$ cat src/rtl/irq_stat_pkg.sv
package irq_stat_pkg;
  localparam int DW = 8;

  localparam int A_STAT  = 0;
  localparam int A_RSN   = 1;
  localparam int A_STEP  = 2;
  localparam int A_FLAGS = 3;
  localparam int A_CFG   = 4;
  localparam int NREG    = 5;

  localparam int RSN_SEL = 0;
  localparam int RSN_FC  = 3;
  localparam int RSN_BS  = 4;
  localparam int RSN_DC  = 5;
  localparam int RSN_RST = 7;

  localparam int ST_INT = 7;
  localparam int ST_TC  = 4;

  localparam int CFG_NORST = 6;
  localparam logic [DW-1:0] CFG_RST = 8'h07;
  localparam logic [2:0]    PH_STATUS = 3'b011;

  localparam logic [6:0] CMD_BUSRST  = 7'h03;
  localparam logic [6:0] CMD_MSGACC  = 7'h12;
  localparam logic [6:0] CMD_ENRESEL = 7'h44;

  typedef struct packed {
    logic bus_rst;
    logic msg_acc;
    logic en_resel;
    logic cfg_wr;
  } cmd_t;
endpackage

$ cat src/rtl/irq_cmd_decode.sv
module irq_cmd_decode
  import irq_stat_pkg::*;
#(
  parameter int ADDR_W = 3
) (
  input  logic              wr_i,
  input  logic [ADDR_W-1:0] addr_i,
  input  logic [DW-1:0]     wdata_i,
  output cmd_t              cmd_o
);
  logic cmd_wr;
  assign cmd_wr = wr_i && (addr_i == ADDR_W'(A_RSN));

  always_comb begin
    cmd_o          = '0;
    cmd_o.bus_rst  = cmd_wr && (wdata_i[6:0] == CMD_BUSRST);
    cmd_o.msg_acc  = cmd_wr && (wdata_i[6:0] == CMD_MSGACC);
    cmd_o.en_resel = cmd_wr && (wdata_i[6:0] == CMD_ENRESEL);
    cmd_o.cfg_wr   = wr_i && (addr_i == ADDR_W'(A_CFG));
  end
endmodule

$ cat src/rtl/irq_defer_slot.sv
module irq_defer_slot #(
  parameter int SW = 8
) (
  input  logic          clk_i,
  input  logic          rst_ni,
  input  logic          capture_i,
  input  logic          release_i,
  input  logic [SW-1:0] stat_i,
  output logic          valid_o,
  output logic [SW-1:0] stat_o
);
  always_ff @(posedge clk_i or negedge rst_ni) begin
    if (!rst_ni) begin
      valid_o <= 1'b0;
      stat_o  <= '0;
    end else begin
      if (capture_i) begin
        valid_o <= 1'b1;
        stat_o  <= stat_i;
      end else if (release_i) begin
        valid_o <= 1'b0;
      end
    end
  end

  a_r4_capture_held: assert property (@(posedge clk_i) disable iff (!rst_ni)
    capture_i |=> (valid_o && stat_o == $past(stat_i)));
endmodule

$ cat src/rtl/irq_read_mux.sv
module irq_read_mux #(
  parameter int ADDR_W = 3,
  parameter int NR     = 5,
  parameter int W      = 8
) (
  input  logic [ADDR_W-1:0]    addr_i,
  input  logic [NR-1:0][W-1:0] regs_i,
  output logic [W-1:0]         rdata_o
);
  always_comb begin
    rdata_o = '0;
    for (int k = 0; k < NR; k++) begin
      if (addr_i == ADDR_W'(k)) rdata_o = regs_i[k];
    end
  end
endmodule

$ cat src/rtl/irq_status_unit.sv
module irq_status_unit
  import irq_stat_pkg::*;
#(
  parameter int ADDR_W  = 3,
  parameter int STEP_W  = 3,
  parameter int FLAGS_W = 5
) (
  input  logic               clk_i,
  input  logic               rst_ni,
  input  logic [ADDR_W-1:0]  addr_i,
  input  logic               rd_i,
  input  logic               wr_i,
  input  logic [DW-1:0]      wdata_i,
  output logic [DW-1:0]      rdata_o,
  input  logic               ev_sel_i,
  input  logic               ev_fc_i,
  input  logic               ev_bs_i,
  input  logic               ev_dc_i,
  input  logic               tc_set_i,
  input  logic               step_ld_i,
  input  logic [STEP_W-1:0]  step_i,
  input  logic               flags_ld_i,
  input  logic [FLAGS_W-1:0] flags_i,
  input  logic               done_i,
  input  logic [DW-1:0]      done_stat_i,
  output logic [DW-1:0]      done_stat_o,
  output logic               irq_o
);
  localparam int STEP_PAD  = DW - STEP_W;
  localparam int FLAGS_PAD = DW - FLAGS_W;

  logic [DW-1:0]      status_q, rsn_q, cfg_q, done_q;
  logic [STEP_W-1:0]  step_q;
  logic [FLAGS_W-1:0] flags_q;

  logic [DW-1:0]      status_n, rsn_n, cfg_n, done_n;
  logic [STEP_W-1:0]  step_n;
  logic [FLAGS_W-1:0] flags_n;

  cmd_t          cmd;
  logic          rd_rsn, def_valid, def_release, def_capture;
  logic [DW-1:0] def_stat, ev_bits;

  irq_cmd_decode #(.ADDR_W(ADDR_W)) u_dec (
    .wr_i(wr_i), .addr_i(addr_i), .wdata_i(wdata_i), .cmd_o(cmd)
  );

  assign rd_rsn      = rd_i && (addr_i == ADDR_W'(A_RSN));
  assign def_release = rd_rsn && def_valid;

  always_comb begin
    ev_bits          = '0;
    ev_bits[RSN_SEL] = ev_sel_i;
    ev_bits[RSN_FC]  = ev_fc_i;
    ev_bits[RSN_BS]  = ev_bs_i;
    ev_bits[RSN_DC]  = ev_dc_i;
  end

  always_comb begin
    status_n    = status_q;
    rsn_n       = rsn_q;
    cfg_n       = cfg_q;
    done_n      = done_q;
    step_n      = step_q;
    flags_n     = flags_q;
    def_capture = 1'b0;
    // servicing read clears first
    if (rd_rsn) begin
      rsn_n           = '0;
      status_n[ST_TC]  = 1'b0;
      status_n[ST_INT] = 1'b0;
      step_n          = '0;
    end
    if (cmd.cfg_wr) cfg_n = wdata_i;
    if (cmd.en_resel) rsn_n = '0;
    if (cmd.msg_acc) begin
      rsn_n[RSN_DC]    = 1'b1;
      step_n           = '0;
      flags_n          = '0;
      status_n[ST_INT] = 1'b1;
    end
    if (cmd.bus_rst && !cfg_q[CFG_NORST]) begin
      rsn_n[RSN_RST]   = 1'b1;
      status_n[ST_INT] = 1'b1;
    end
    if (def_release) begin
      status_n[2:0]    = PH_STATUS;
      status_n[ST_TC]  = 1'b1;
      status_n[ST_INT] = 1'b1;
      rsn_n[RSN_BS]    = 1'b1;
      done_n           = def_stat;
    end
    // events land after the clear
    rsn_n = rsn_n | ev_bits;
    if (|ev_bits) status_n[ST_INT] = 1'b1;
    if (tc_set_i) status_n[ST_TC] = 1'b1;
    if (step_ld_i) step_n = step_i;
    if (flags_ld_i) flags_n = flags_i;
    if (done_i) begin
      if (status_n[ST_INT]) begin
        def_capture = 1'b1;
      end else begin
        status_n[2:0]    = PH_STATUS;
        status_n[ST_TC]  = 1'b1;
        status_n[ST_INT] = 1'b1;
        rsn_n[RSN_BS]    = 1'b1;
        done_n           = done_stat_i;
      end
    end
  end

  always_ff @(posedge clk_i or negedge rst_ni) begin
    if (!rst_ni) begin
      status_q <= '0;
      rsn_q    <= '0;
      cfg_q    <= CFG_RST;
      done_q   <= '0;
      step_q   <= '0;
      flags_q  <= '0;
    end else begin
      status_q <= status_n;
      rsn_q    <= rsn_n;
      cfg_q    <= cfg_n;
      done_q   <= done_n;
      step_q   <= step_n;
      flags_q  <= flags_n;
    end
  end

  irq_defer_slot #(.SW(DW)) u_defer (
    .clk_i(clk_i), .rst_ni(rst_ni),
    .capture_i(def_capture), .release_i(def_release),
    .stat_i(done_stat_i), .valid_o(def_valid), .stat_o(def_stat)
  );

  logic [NREG-1:0][DW-1:0] regs;
  always_comb begin
    regs          = '0;
    regs[A_STAT]  = status_q;
    regs[A_RSN]   = rsn_q;
    regs[A_STEP]  = {{STEP_PAD{1'b0}}, step_q};
    regs[A_FLAGS] = {{FLAGS_PAD{1'b0}}, flags_q};
    regs[A_CFG]   = cfg_q;
  end

  irq_read_mux #(.ADDR_W(ADDR_W), .NR(NREG), .W(DW)) u_mux (
    .addr_i(addr_i), .regs_i(regs), .rdata_o(rdata_o)
  );

  assign irq_o       = status_q[ST_INT];
  assign done_stat_o = done_q;

  logic quiet;
  assign quiet = !(|ev_bits) && !done_i && !wr_i && !tc_set_i;

  a_r2_accumulate: assert property (@(posedge clk_i) disable iff (!rst_ni)
    (!rd_rsn && !cmd.en_resel) |=> ((rsn_q & $past(rsn_q)) == $past(rsn_q)));
  a_r3_read_lowers: assert property (@(posedge clk_i) disable iff (!rst_ni)
    (rd_rsn && !def_valid && quiet) |=> (!irq_o && rsn_q == '0));
  a_r4_no_report: assert property (@(posedge clk_i) disable iff (!rst_ni)
    (irq_o && done_i && !rd_rsn) |=> (done_q == $past(done_q)));
  a_r5_release: assert property (@(posedge clk_i) disable iff (!rst_ni)
    (rd_rsn && def_valid) |=> (irq_o && status_q[ST_TC] && rsn_q[RSN_BS]));
  a_r7_bus_reset: assert property (@(posedge clk_i) disable iff (!rst_ni)
    (cmd.bus_rst && !cfg_q[CFG_NORST]) |=> (irq_o && rsn_q[RSN_RST]));
  a_r10_event_kept: assert property (@(posedge clk_i) disable iff (!rst_ni)
    (rd_rsn && ev_fc_i) |=> rsn_q[RSN_FC]);
endmodule

$ cat config.mk
export PLATFORM = sky130hd
export DESIGN_NAME = irq_status_unit
export DESIGN_NICKNAME = d
export VERILOG_FILES = /design/src/rtl/irq_stat_pkg.sv /design/src/rtl/irq_cmd_decode.sv /design/src/rtl/irq_defer_slot.sv /design/src/rtl/irq_read_mux.sv /design/src/rtl/irq_status_unit.sv
export SDC_FILE = /design/constraint.sdc
export NUM_CORES = 1
export LEC_CHECK = 0
export BUFFER_PORTS_ARGS = -buffer_cell sky130_fd_sc_hd__buf_2
export CAP_MARGIN = 25
export CORE_MARGIN = 5
export CORE_UTILIZATION = 45
export CTS_CLUSTER_DIAMETER = 150
export CTS_CLUSTER_SIZE = 16
export DETAILED_ROUTE_END_ITERATION = 12
export PLACE_DENSITY_LB_ADDON = 0.25
export SYNTH_ARGS = -nofsm -noshare
export SYNTH_HDL_FRONTEND = slang
export SYNTH_HIERARCHICAL = 1
export SYNTH_SLANG_ARGS = --single-unit
$ cat constraint.sdc
create_clock -name clk_i -period 1.6 [get_ports clk_i]
set_input_delay 0.24 -clock clk_i [delete_from_list [all_inputs] [get_ports clk_i]]
set_output_delay 0.24 -clock clk_i [all_outputs]
set_load 0.02 [all_outputs]
==> results of run 1 <==
Yosys cell counts, drive strengths merged:
master / instances / area [sq um]
a211o: 1 / 10.01
a21o: 4 / 31.28
a21oi: 3 / 15.01
a22o: 5 / 43.79
a22oi: 3 / 22.52
a311o: 1 / 10.01
and2: 1 / 6.260
and2b: 1 / 7.510
and3: 2 / 13.77
and4bb: 2 / 25.02
buf: 10 / 90.07
clkbuf: 1 / 3.750
conb: 1 / 3.750
dfrtp: 40 / 1001
dfstp: 3 / 78.83
inv: 3 / 11.26
mux2: 32 / 409.2
mux2i: 13 / 130.1
nand2: 9 / 36.29
nand2b: 4 / 25.02
nand3: 6 / 35.03
nand3b: 5 / 37.54
nor2: 5 / 18.77
nor2b: 2 / 12.51
nor3: 2 / 10.01
nor4: 4 / 46.29
o21a: 6 / 45.04
o21ai: 9 / 45.04
o22ai: 3 / 18.77
or2: 1 / 6.260
or3: 2 / 17.52
or3b: 1 / 8.760
or4b: 1 / 13.76
or4bb: 2 / 22.52
worst max-delay path: stages:
cell and delay [ns]:
buf_6 0.09, or4b_4 0.56, nor4_2 0.25, and2b_2 0.21, nor4_4 0.05, nand2_1 0.08, and2_4 0.17, buf_12 0.13
mux2_4 0.30
layout make-up:
class | count | area, sq um
clock inverter | 1 | 5.005
fill | 426 | 1919
clock buffer | 7 | 76.32
inverter | 3 | 11.26
timing repair buffer | 84 | 619.3
multi-input combinational | 144 | 1244
tap | 70 | 87.58
sequential | 43 | 1080
per-stage QoR:
step                      util, %  worst slack [ns]  setup TNS, ns  instance area, sq um  hold slack (ns)
final                       61.94           -0.3086         -5.213                  3123           0.1447
after global routing        61.94           -0.3615         -6.407                  3123           0.1576
after CTS                   60.40           -0.2964         -5.243                  3045           0.1439
after detailed placement    57.52           -0.6831         -15.98                  2900           0.1924
after global placement      57.52           -0.6542         -15.42                  2900           0.1910
after floorplan                 -           -0.4408         -7.104                  2401         -0.05559
layer usage:
layer	up-vias	global-route usage (%)	wire (um)
li1	865	-	-
met1	850	22.60	2369
met2	39	30.13	2784
met3	6	3.838	238
met4	0	4.983	67
met5	-	0	0
registers in the layout, summed over array words and instances (netlist names):
register         count
u_defer/valid_o      1
rsn_q                5
flags_q              5
done_stat_o          8
status_q             5
cfg_q                8
step_q               3
u_defer/stat_o       8
repair_timing:
item                                    CTS  global route
hold endpoints to repair                 16             0
gates cloned                              0             1
resized for setup                        13            12
endpoints found under the setup margin   26            29
hold buffers                              1             0
buffers inserted                          1             2
cells by family (layout without fill, tap and decap cells):
family,count (synthesis),in the layout
flops,43,43
buf+inv,14,95
compound gates,35,35
other cells,1,14
simple gates,50,50
mux,45,45
final timing paths:
path,end,cells past startpoint,from
worst min-delay path,step_q[2],3,step_i[2]
worst max register to register,u_defer/stat_o[1],6,cfg_q[6]
min in group asynchronous,done_stat_o[7],2,rst_ni
worst max-delay path,u_defer/stat_o[1],9,addr_i[1]
worst min register to register,status_q[1],1,status_q[1]
max in group asynchronous,cfg_q[0],3,rst_ni
where the power goes:
part | switching (mW) | internal (mW) | total (mW) | leakage (nW)
combinational | 0.336 | 0.410 | 0.746 | 0.948
sequential | 0.0871 | 1.25 | 1.34 | 0.489
clock | 0.364 | 0.307 | 0.671 | 0.0422
placed cells by master, fill, tap and decap left out, types with 6 or more instances in the layout:
cell and count:
buf_2 51, dfrtp_1 40, buf_4 18, mux2_2 16
mux2_4 16, conb_1 14, mux2i_1 11, nand2_1 8
o21ai_0 7, buf_6 7, o21a_1 6
==> flow_summary.ini, run 1 <==
[status]
outcome = finished, violations left
violations = negative setup slack

[clock_network]
path_clk_slew_ns = 0.08
cts_sinks = 43
numCtsBuffers = 5
clk_latency_ns = 0.30
cts_tree = yes
cts_buffer_depth = 2
cts_root_buf = clkbuf_8
htreeDepth = 2

[timing]
setup-violations-final = 23
finalCriticalPeriod_ns = 1.909
grt_setup_unrepaired = true
fin_crit_sh_pct = 119.3
hold_viol_final = 0
fmax_mhz = 523.9
setup_ws_ns = -0.3086
skew_ns = 0.006451
drv_slew = 0

[detailed_routing]
remaining_drc_errors = 0
vias = 1760
totalWireLength_um = 5459
postRouteAntennaNets = 0
viasPerCell = 5.000
drt-initial-drc-count = 68
wl_per_cell_um = 15.51
drt-pass1-iter-count = 4

[grt]
grt_max_degree = 28
grt_pass1_wl_um = 8880
grt.overflow.total = 0
grtUsageTotal_pct = 17.67
grt_pass1_vias = 1777
grt_antenna_before_repair = 0

[pwr]
power.total_mw = 2.753
leakage_nw = 1.479
power_density_nw_per_um2 = 881.4
ir_worst_vdd_v = 0.0005259

[cells_and_area]
fin_nets = 320
diodes = 0
syn2layout_area_growth_pct = 35.07
drive_gt1_share_pct = 52.13
final_cells = 352

[critical_path]
cp.arrival_ns = 2.09
critPathRequiredTime_ns = 1.78
start_kind = primary input
worstSetupEndpointType = flop
r2r_slack_ns = -0.10
path_max_fanout = 8
path_class = primary input to flop

[place]
dp.cells = 339
portBuffers = 55
hpwl_um = 4015
place_congestion = 0.7339

[die]
fp.dieW_um = 81.68
initial_core_util_pct = 45.86
core_area_sq_um = 5042
fp.dieArea_sq_um = 6672
die_h_um = 81.68
io_pins = 56
rows = 26

[synthesis]
synthAdderAreaFrac_pct = 0
syn_inst = 188
synth_seq_area_share_pct = 46.70
syn_avg_cell_area_sq_um = 12.30
synth_compound_area_share_pct = 10.44
synth.area.mux_share_pct = 23.32
synth_top_family_by_area = multiplexers
ys_types = 45
yosys.area_share.simple_pct = 14.83
synth_area_sq_um = 2312
synth-xor-area-share_pct = 0
yosysWarnings = 6
synth-seq-cells = 43

[flow_run]
drv_cap = 0

[min_path]
hp-class = primary input to flop
(Power assumes the default switching activity.)
==> run 2: changes to the inputs <==
--- a/config.mk
+++ b/config.mk
@@ -7,8 +7,10 @@
 export LEC_CHECK = 0
 export BUFFER_PORTS_ARGS = -buffer_cell sky130_fd_sc_hd__buf_2
 export CAP_MARGIN = 25
+export CELL_PAD_IN_SITES_DETAIL_PLACEMENT = 0
+export CELL_PAD_IN_SITES_GLOBAL_PLACEMENT = 1
 export CORE_MARGIN = 5
-export CORE_UTILIZATION = 45
+export CORE_UTILIZATION = 38
 export CTS_CLUSTER_DIAMETER = 150
 export CTS_CLUSTER_SIZE = 16
 export DETAILED_ROUTE_END_ITERATION = 12
==> run 2 against run 1 <==
Design area increased by 4.8%. Largest power group unchanged. The run still ends with negative setup slack left. Wire length is 2.0% lower. Critical endpoint is now u_defer/stat_o[5]. Sequential power barely moved. Worst setup slack better by 0.024 ns. Utilization fell by 6.6 points. Highest routed layer unchanged. Die area is 16% higher. Via count is 0.91% higher. Fmax increased by 1.3%. Power increased by 13%. Sequential share of layout area shrank 1.6 points. First-iteration DRC count is 47% lower. Clock skew is 0.0026 ns higher.
==> flow_summary.ini, run 2 (same netlist as run 1, synthesis figures left out) <==
[die]
core_area_sq_um = 5921
io_pins = 56
initial_core_util_pct = 39.05
rows = 28
fp.dieArea_sq_um = 7745
die_h_um = 88.01
fp.dieW_um = 88.01

[place]
place_area_sq_um = 2932
portBuffers = 55
post-place-ws_ns = -0.6832
place_congestion = 0.7155
hpwl_um = 3970

[critical_path]
critical_path.most_common_cell = nor4_4
critPathRequiredTime_ns = 1.78
reg2reg_depth = 7
max_stage_delay_ns = 0.57
slowest_stage = or4b_4
path_max_fanout = 8
worstSetupEndpointType = flop
path_class = primary input to flop
r2r_slack_ns = -0.02
cp.arrival_ns = 2.06
start_kind = primary input
worstPathCellList = buf_6, or4b_4, nor4_4, or3_4, nor4_4, nand2_1, and2_4, buf_12, mux2_4

[timing]
fmax_mhz = 530.7
skew_ns = 0.009005
finalCriticalPeriod_ns = 1.884
fin_crit_sh_pct = 117.8
setup_ws_ns = -0.2843
drv_slew = 0
grt_setup_unrepaired = true
hold_viol_final = 0
setup-violations-final = 24
setup_tns_ns = -4.998

[grt]
grt_pass1_vias = 1791
grt_antenna_before_repair = 0
grt.overflow.total = 0
grtUsageTotal_pct = 14.67
grt_pass1_wl_um = 8721
grt_max_degree = 26

[status]
outcome = finished, violations left
violations = negative setup slack

[cells_and_area]
fillCellCount = 536
syn2layout_area_growth_pct = 41.61
diodes = 0
drive_gt1_share_pct = 55.48
regArea_sq_um = 1080
multiInputGateArea_sq_um = 1270
final_area_sq_um = 3274
fin_nets = 330
most-common-layout-cells = 48 x buf_2, 40 x dfrtp_1, 29 x buf_4
final_common_cell = buf_2

[clock_network]
htreeDepth = 2
clk_latency_ns = 0.30
cts_buffer_depth = 2
numCtsBuffers = 5
cts_sinks = 43
cts_tree = yes
path_clk_slew_ns = 0.08
cts_root_buf = clkbuf_8

[detailed_routing]
postRouteAntennaNets = 0
wl_per_cell_um = 14.57
drt-pass1-iter-count = 4
viasPerCell = 4.839
remaining_drc_errors = 0
drt-initial-drc-count = 36
vias = 1776
totalWireLength_um = 5348

[flow_run]
drv_cap = 0

[pwr]
power.total_mw = 3.097
power_density_nw_per_um2 = 945.7
ir_worst_vdd_v = 0.0005785
leakage_nw = 1.546

[min_path]
holdPathStages = 3
hp-class = primary input to flop
run 2: cell count changes in the layout (fill, tap and decap cells not counted), moves of 2 or more:
cell	delta
buf_2	-3
buf_4	+11
buf_6	+5
bufinv_16	+2
clkbuf_1	-2
run 2: path summary, 6_finish.rpt:
check                            start                 to
setup / recovery            wdata_i[5]  u_defer/stat_o[5]
hold / removal               step_i[0]          step_q[0]
setup reg to reg           status_q[7]     done_stat_o[4]
hold reg to reg            status_q[1]        status_q[1]
max in group asynchronous       rst_ni        status_q[4]
min in group asynchronous       rst_ni  u_defer/stat_o[4]
run 2: layout make-up:
class / instances / share of cell area, %
tap: 75 / 2.866
timing repair buffer: 94 / 20.86
inverter: 3 / 0.3439
multi-input combinational: 144 / 38.78
sequential: 43 / 32.98
clock buffer: 5 / 2.102
clock inverter: 3 / 2.063
run 2: worst max-delay path: cells and delay by family:
family / cells / cell delay [ns]
AND/OR/NAND/NOR: 6 / 1.29
buffers and inverters: 2 / 0.22
multiplexers: 1 / 0.30
run 2: metal layers:
| layer | up-vias | wire length [um] | global-route usage, % |
|---|---|---|---|
| met5 | - | 0 | 0 |
| met1 | 854 | 2361 | 18.29 |
| met3 | 5 | 224 | 3.481 |
| met4 | 0 | 53 | 5.021 |
| li1 | 884 | - | - |
| met2 | 33 | 2709 | 24.86 |
run 2: timing repair:
item / in CTS / in global routing
pin swaps: 8 / 4
setup buffers: 4 / 5
hold buffers: 1 / 0
resized for setup: 16 / 18
setup endpoints to repair: 28 / 27
hold endpoints to repair: 6 / 0
run 2: stage by stage:
stage	util, %	cells	hold slack, ns
2_1_floorplan	-	201	-0.05559
3_3_place_gp	49.51	349	0.1018
3_5_place_dp	49.51	349	0.1008
4_1_cts	53.51	362	0.1331
5_1_grt	55.30	367	0.1490
6_report	55.30	367	0.1465
run 2: power breakdown:
part / internal (mW) / switching (mW)
combinational: 0.427 / 0.338
clock: 0.622 / 0.377
sequential: 1.25 / 0.0850
